--- config.mk ---
export PLATFORM = sky130hd
export DESIGN_NAME = dual_issue_assigner
export DESIGN_NICKNAME = d
export VERILOG_FILES = /design/src/rtl/dual_issue_pkg.sv /design/src/rtl/slot_decode.sv /design/src/rtl/issue_arbiter.sv /design/src/rtl/dual_issue_assigner.sv
export SDC_FILE = /design/constraint.sdc
export NUM_CORES = 1
export LEC_CHECK = 0
export BUFFER_PORTS_ARGS = -buffer_cell sky130_fd_sc_hd__clkbuf_2
export CORE_AREA = 5 5 56 46
export DETAILED_ROUTE_END_ITERATION = 7
export DIE_AREA = 0 0 61 51
export HOLD_SLACK_MARGIN = 0.06
export PLACE_DENSITY = 0.61
export SYNTH_ARGS = -nofsm -noshare
export SYNTH_HDL_FRONTEND = slang
export SYNTH_SLANG_ARGS = --single-unit
--- constraint.sdc ---
create_clock -name clk -period 2.35 [get_ports clk]
set_input_delay 0.47 -clock clk [delete_from_list [all_inputs] [get_ports clk]]
set_output_delay 0.47 -clock clk [all_outputs]
set_load 0.02 [all_outputs]
--- src/rtl/dual_issue_pkg.sv ---
package dual_issue_pkg;
    localparam int GRP_W  = 3;
    localparam int NPIPE  = 4;
    localparam int NSLOT  = 2;

    localparam logic [GRP_W-1:0] C_INT  = 3'd0;
    localparam logic [GRP_W-1:0] C_LS   = 3'd1;
    localparam logic [GRP_W-1:0] C_BR   = 3'd2;
    localparam logic [GRP_W-1:0] C_FE   = 3'd3;
    localparam logic [GRP_W-1:0] C_BOTH = 3'd4;
    localparam logic [GRP_W-1:0] C_SER  = 3'd5;

    localparam int P_INT = 0;
    localparam int P_LS  = 1;
    localparam int P_BR  = 2;
    localparam int P_FE  = 3;

    typedef logic [NPIPE-1:0] pmask_t;

    typedef struct packed {
        logic   iss0;
        logic   iss1;
        logic   hold1;
        pmask_t sel0;
        pmask_t sel1;
    } issue_t;
endpackage

--- src/rtl/slot_decode.sv ---
module slot_decode
    import dual_issue_pkg::*;
#(
    parameter int SLOT = 0
) (
    input  logic [GRP_W-1:0] grp,
    input  logic [GRP_W-1:0] partner,
    output pmask_t           prim,
    output pmask_t           alt,
    output logic             legal
);
    logic to_ls;

    always_comb begin
        prim  = '0;
        alt   = '0;
        legal = 1'b1;
        // slot 1 of a both/both pair takes load/store; an integer partner pushes to load/store
        to_ls = (partner == C_INT) || ((SLOT != 0) && (partner == C_BOTH));
        case (grp)
            C_INT: prim[P_INT] = 1'b1;
            C_LS:  prim[P_LS]  = 1'b1;
            C_BR:  prim[P_BR]  = 1'b1;
            C_FE:  prim[P_FE]  = 1'b1;
            C_BOTH: begin
                if (to_ls) begin
                    prim[P_LS]  = 1'b1;
                    alt[P_INT]  = 1'b1;
                end else begin
                    prim[P_INT] = 1'b1;
                    alt[P_LS]   = 1'b1;
                end
            end
            C_SER: begin
                if (SLOT == 0) begin
                    prim[P_INT] = 1'b1;
                    prim[P_LS]  = 1'b1;
                end else begin
                    legal = 1'b0;
                end
            end
            default: legal = 1'b0;
        endcase
    end
endmodule

--- src/rtl/issue_arbiter.sv ---
module issue_arbiter
    import dual_issue_pkg::*;
(
    input  pmask_t      prim0,
    input  pmask_t      alt0,
    input  logic        legal0,
    input  logic        ser0,
    input  pmask_t      prim1,
    input  pmask_t      alt1,
    input  logic        legal1,
    input  pmask_t      busy,
    input  logic [1:0]  stall,
    output issue_t      res
);
    pmask_t free0;
    pmask_t free1;
    pmask_t pick0;
    pmask_t pick1;

    function automatic pmask_t choose(pmask_t p, pmask_t a, pmask_t fr);
        pmask_t r;
        r = '0;
        if ((p != '0) && ((p & ~fr) == '0))
            r = p;
        else if ((a != '0) && ((a & ~fr) == '0))
            r = a;
        return r;
    endfunction

    always_comb begin
        free0 = ~busy;
        pick0 = '0;
        if (legal0 && !stall[0])
            pick0 = choose(prim0, alt0, free0);

        free1 = free0 & ~pick0;
        pick1 = '0;
        if ((pick0 != '0) && legal1 && !ser0 && (stall == 2'b00))
            pick1 = choose(prim1, alt1, free1);

        res.sel0  = pick0;
        res.sel1  = pick1;
        res.iss0  = (pick0 != '0);
        res.iss1  = (pick1 != '0);
        res.hold1 = (pick0 != '0) && (pick1 == '0);
    end
endmodule

--- src/rtl/dual_issue_assigner.sv ---
module dual_issue_assigner
    import dual_issue_pkg::*;
(
    input  logic             clk,
    input  logic             rst_n,
    input  logic [GRP_W-1:0] grp0_i,
    input  logic [GRP_W-1:0] grp1_i,
    input  logic [NPIPE-1:0] busy_i,
    input  logic [1:0]       stall_i,
    output logic             iss0_o,
    output logic             iss1_o,
    output logic             hold1_o,
    output logic [NPIPE-1:0] sel0_o,
    output logic [NPIPE-1:0] sel1_o
);
    logic [NSLOT-1:0][GRP_W-1:0] grp;
    pmask_t [NSLOT-1:0]          prim;
    pmask_t [NSLOT-1:0]          alt;
    logic   [NSLOT-1:0]          legal;
    issue_t                      arb;
    issue_t                      st_d;
    issue_t                      st_q;

    assign grp[0] = grp0_i;
    assign grp[1] = grp1_i;

    for (genvar s = 0; s < NSLOT; s++) begin : g_slot
        slot_decode #(.SLOT(s)) i_dec (
            .grp     (grp[s]),
            .partner (grp[NSLOT-1-s]),
            .prim    (prim[s]),
            .alt     (alt[s]),
            .legal   (legal[s])
        );
    end

    issue_arbiter i_arb (
        .prim0  (prim[0]),
        .alt0   (alt[0]),
        .legal0 (legal[0]),
        .ser0   (grp0_i == C_SER),
        .prim1  (prim[1]),
        .alt1   (alt[1]),
        .legal1 (legal[1]),
        .busy   (busy_i),
        .stall  (stall_i),
        .res    (arb)
    );

    always_comb begin
        st_d = arb;
    end

    always_ff @(posedge clk) begin
        if (!rst_n) st_q <= '0;
        else        st_q <= st_d;
    end

    assign iss0_o  = st_q.iss0;
    assign iss1_o  = st_q.iss1;
    assign hold1_o = st_q.hold1;
    assign sel0_o  = st_q.sel0;
    assign sel1_o  = st_q.sel1;
endmodule

# == After elaboration in Yosys (flattened, before gate mapping) ==
# Index checks and enable logic that the tools add are counted.
# totals
regBits,11
input_bits,14
word_cells,75
# op_classes
n_eq_ne,9
muxes,22
bitwise_logic,9
n_reduce_logical,30
# ops
op,count
nonzero test 4 bit,6
logical NOT 4 bit,5
two-way mux 4 bit,4
NOT 4 bit,4
AND 4 bit,3
equality test 3 x 2 -> 1 bit (second input constant),4
two-way mux 1 bit,10
equality test 3 bit (second input constant),3
logical AND 1 bit,9
AND 2 x 4 -> 4 bit,2
two-way mux 2 bit,4
case mux 1 bit (2 select lines),4
equality test 3 x 1 -> 1 bit (second input constant),2
logical NOT 3 bit,2
OR reduction 6 bit,1
OR reduction 5 bit,1
OR reduction 2 bit,2
logical NOT 1 bit,2
logical NOT 2 bit,1
logical OR 1 bit,1

# == Depth between registers and ports, before layout ==
# depth
word_depth,20
mapped_depth,7

# == Modules after synthesis ==
# A second synthesis with hierarchy kept.
# hier_totals
cells_unflattened,137
area_unflattened_um2,1092.3
# modules_own_cells
module,instances,cells_each,area_each_um2,seq_area_each_um2
issue_arbiter,1,84,585.6,0.0
dual_issue_assigner,1,24,309.0,220.2
slot_decode at g_slot[0].i_dec,1,16,101.3,0.0
slot_decode at g_slot[1].i_dec,1,13,96.3,0.0

# == Worst setup path after synthesis ==
# No wires, ideal clock.
# synth_path
path_kind,input to register
startpoint,in grp1_i[2]
endpoint,"reg st_q, in the netlist sel1_o[2]"
setup_ps,61
arrival_ps,1950
required_ps,2289
setup_slack_ps,338
cell_stages,7
n_path_buf,1
path_cell_list,buf_6 > or4b_4 > nor2_4 > o31ai_1 > o32ai_2 > nand3_2 > and4bb_1
# synth_between
elab_chain_cells,17
# synth_lines
element,line_no,text
start: declaration,dual_issue_assigner.sv:7,"input logic [GRP_W-1:0] grp1_i,"
logical NOT 3 bit,"slot_decode.sv:19, slot_decode.sv:20",
two-way mux 1 bit,slot_decode.sv:26,if (to_ls) begin
two-way mux 2 bit,slot_decode.sv:20,case (grp)
AND 2 x 4 -> 4 bit,issue_arbiter.sv:25,else if ((a != '0) && ((a & ~fr) == '0))
logical NOT 4 bit,issue_arbiter.sv:25,
logical AND 1 bit,issue_arbiter.sv:25,
two-way mux 2 bit,issue_arbiter.sv:25,
two-way mux 4 bit,issue_arbiter.sv:23,if ((p != '0) && ((p & ~fr) == '0))
two-way mux 4 bit,issue_arbiter.sv:33,if (legal0 && !stall[0])
NOT 4 bit,issue_arbiter.sv:36,free1 = free0 & ~pick0;
AND 4 bit,issue_arbiter.sv:36,
NOT 4 bit,issue_arbiter.sv:23,
AND 4 bit,issue_arbiter.sv:23,
logical NOT 4 bit,issue_arbiter.sv:23,
logical AND 1 bit,issue_arbiter.sv:23,
two-way mux 4 bit,issue_arbiter.sv:23,
two-way mux 4 bit (*),issue_arbiter.sv:38,if ((pick0 != '0) && legal1 && !ser0 && (stall == 2'b00))
end signal: assignment,dual_issue_assigner.sv:56,else st_q <= st_d;
end: declaration,dual_issue_assigner.sv:22,issue_t st_q;
# Every way passes the cells marked *; elsewhere a longest branch is shown, timed or not.
# A chain may end at the register's enable or synchronous reset.

# == Final worst setup path ==
# layout_path
startpoint,in grp0_i[2]
endpoint,"reg st_q, in the netlist hold1_o"
# layout_between
elab_chain_cells,19
# layout_lines
element,line_no,text
start: declaration,dual_issue_assigner.sv:6,"input logic [GRP_W-1:0] grp0_i,"
equality test 3 bit (tied with other cells),"slot_decode.sv:20, dual_issue_assigner.sv:41",
OR reduction 2 bit (no source line) or two-way mux 2 bit (tied branches),-,
case mux 1 bit (2 select lines) or AND 2 x 4 -> 4 bit (tied branches),"slot_decode.sv:20, issue_arbiter.sv:25",
AND 4 bit or logical NOT 4 bit (tied branches),"issue_arbiter.sv:23, issue_arbiter.sv:25",
logical NOT 4 bit or logical AND 1 bit (tied branches),"issue_arbiter.sv:23, issue_arbiter.sv:25",
logical AND 1 bit or two-way mux 2 bit (tied branches),"issue_arbiter.sv:23, issue_arbiter.sv:25",
two-way mux 4 bit,issue_arbiter.sv:23,
two-way mux 4 bit,issue_arbiter.sv:33,
(+3 left out),-,
AND 2 x 4 -> 4 bit,issue_arbiter.sv:25,
logical NOT 4 bit,issue_arbiter.sv:25,
logical AND 1 bit,issue_arbiter.sv:25,
two-way mux 2 bit,issue_arbiter.sv:25,
two-way mux 4 bit,issue_arbiter.sv:23,
two-way mux 4 bit,issue_arbiter.sv:38,
logical NOT 4 bit,issue_arbiter.sv:45,res.hold1 = (pick0 != '0) && (pick1 == '0);
logical AND 1 bit (*),issue_arbiter.sv:45,
# Marks and branches as above.

==> flow_summary.json <==
{
  "ys_types": 44,
  "clock-sinks": 11,
  "synth_cells": 83,
  "endpoint_kind": "flop",
  "io_buffers": 24,
  "setup-tns-final_ns": 0,
  "drt_iter0_drc": 22,
  "cts.clk_slew.worst_paths_ns": 0.07,
  "die_area_mm2": 0.00311,
  "grt_usage_pct": 12.5,
  "status": "finished, final reports clean",
  "die_h_um": 51,
  "grt_max_degree": 9,
  "yosys.area.top_type": "dfxtp_1",
  "topRoutingLayerUsed": "met4",
  "ys_warn_count": 0,
  "synth_common_cells": "dfxtp_1, nand2_1, nor2_1",
  "routed_wl_mm": 1.86,
  "max_stage_delay_ns": 0.44,
  "htreeDepth": 1,
  "cp_max_fo": 8,
  "synth_seq_cells": 11,
  "hp-start": "rst_n",
  "rsz0062_at_grt": "no",
  "layout-drive-gt1-share_pct": 38.9,
  "yosysSeqAreaShare_pct": 30.1,
  "worstSetupPathType": "in2reg",
  "antenna_found_initial": 0,
  "diodes": 0,
  "dp_hpwl_mm": 1.51,
  "fin_util_pct": 48.1,
  "path_buf_inv": 1,
  "worstHoldPathCells": 3,
  "gp_congestion": 0.975,
  "viasPerCell": 5.49,
  "path_cells": "clkbuf_2 -> nor3b_1 -> nor4bb_1 -> a21oi_1 -> a311oi_1 -> nand3b_1 -> and3_1",
  "vias": 752,
  "drv_cap": 0,
  "vdd_drop_max_mv": 0.193,
  "fin_cells": 137,
  "hp-class": "in2reg",
  "totalPowerFinal_mw": 0.421,
  "grt_pass1_vias": 673,
  "cp_slowest_cell": "nor3b_1",
  "syn-num-nets": 97,
  "critPathTopFamily": "simple AND/OR/NAND/NOR gates",
  "core_area_mm2": 0.00193,
  "wl_met1_um": 864,
  "drt_first_pass_iters": 4,
  "dp_slack_ns": 0.0543,
  "cts.repair.resized": 0,
  "clk_path_buf_depth": 2,
  "drt.antenna.violating_nets": 0,
  "yosysMostFrequentCell": "dfxtp_1",
  "holdPathEnd": "sel0_o[0]",
  "fin_crit_sh_pct": 86.7,
  "area_growth_pct": 26.5,
  "synthFlopType": "dfxtp_1",
  "slew_headroom_pct": 69.1,
  "die_w_um": 61,
  "synth_edf_count": 0,
  "start_kind": "primary input",
  "syn_area_um2": 732,
  "synthTopCellsByArea": "dfxtp_1, nand2b_1, nand2_1",
  "hold_viol_final": 0,
  "wl_per_cell_um": 13.5,
  "required_ns": 2.51,
  "worst_pin_slew_ns": 0.462,
  "io_pins": 25,
  "p_per_area_mw_per_mm2": 455,
  "dr_wl_met2_um": 783,
  "leakage_nw": 0.397,
  "clk_root_buffer_cell": "clkbuf_4",
  "postCtsSetupRepairBufs": 0,
  "nets": 128,
  "drc": 0,
  "initial_utilization_pct": 38.0,
  "max_freq_mhz": 491,
  "cts_tree": "done",
  "finalWorstSetupSlack_ns": 0.313,
  "grt_pass1_wl_mm": 3.00,
  "rows": 14,
  "overflow": 0,
  "synth.top_cell.area_share_pct": 30.1,
  "cts_made_buffers": 3,
  "syn_avg_cell_area_um2": 8.82,
  "finalSetupViolations": 0,
  "dp.cells": 133,
  "arrival_ns": 2.20,
  "slew_violations": 0,
  "wl_met3_um": 174,
  "period_minus_slack_ns": 2.04,
  "cts_hold_buffers": 0,
  "ys_async_sr_fraction_pct": 0
}
==> state kept, by name, indices dropped and copies added, names as in the netlist <==
| register | flops |
|---|---|
| sel0_o | 4 |
| hold1_o | 1 |
| iss0_o | 1 |
| iss1_o | 1 |
| sel1_o | 4 |
==> logic make-up after synthesis <==
group / after synthesis / share of synthesized area [%]
muxes: 3 / 4.27
AOI/OAI and AO/OA: 20 / 22.6
buffers and inverters: 8 / 5.81
xor gates and xnor gates: 1 / 1.20
and+or+nand+nor: 40 / 36.1
DFF: 11 / 30.1
==> layout by cell type, fill, tap and decap left out, drive strengths merged, types with 3 or more instances in the layout <==
cell type,instances
nand2,6
a21oi,4
nand2b,4
nor3,3
clkbuf,28
or2,3
dfxtp,11
buf,6
inv,4
nor2,7
==> how the worst max path moves through the flow <==
stage                     end  cells past startpoint       from  slack (ns)
detailed placement    hold1_o                      7  grp0_i[2]        0.05
CTS                   hold1_o                      7  grp0_i[2]        0.33
finish                hold1_o                      7  grp0_i[2]        0.31
global route          hold1_o                      7  grp0_i[2]        0.20
floorplan           sel1_o[2]                      7  grp1_i[2]        0.34
global placement      hold1_o                      7  grp0_i[2]        0.08
==> per-layer routing <==
layer,vias to the layer above,track usage [%]
met5,-,0
met4,0,5.42
met3,4,2.52
met2,37,18.7
met1,338,17.3
li1,373,-
==> tightest hold or removal path, cell delays in order <==
cell and delay, ns:
clkbuf_2 0.12, nand2_1 0.06, nor2_1 0.03
==> per-stage QoR <==
stage               instance area, um^2  hold slack [ns]
floorplan                           732            0.584
CTS                                 926            0.461
global placement                    900            0.744
global route                        926            0.467
detailed placement                  900            0.745
finish                              926            0.465
==> layout make-up <==
class / count / area, um^2
sequential: 11 / 220
tap: 24 / 30.0
clock buffer: 4 / 26.3
inverter: 4 / 15.0
fill: 212 / 1000
timing repair buffer: 30 / 165
multi-input combinational: 64 / 469
==> power by group <==
part | total, mW | switching (mW) | leakage (nW) | internal [mW]
sequential | 0.191 | 0.000808 | 0.0890 | 0.190
clock | 0.125 | 0.0597 | 0.0150 | 0.0657
combinational | 0.105 | 0.0599 | 0.293 | 0.0455
total | 0.421 | 0.120 | 0.397 | 0.301
No activity file was read; power rests on OpenSTA's default activity.
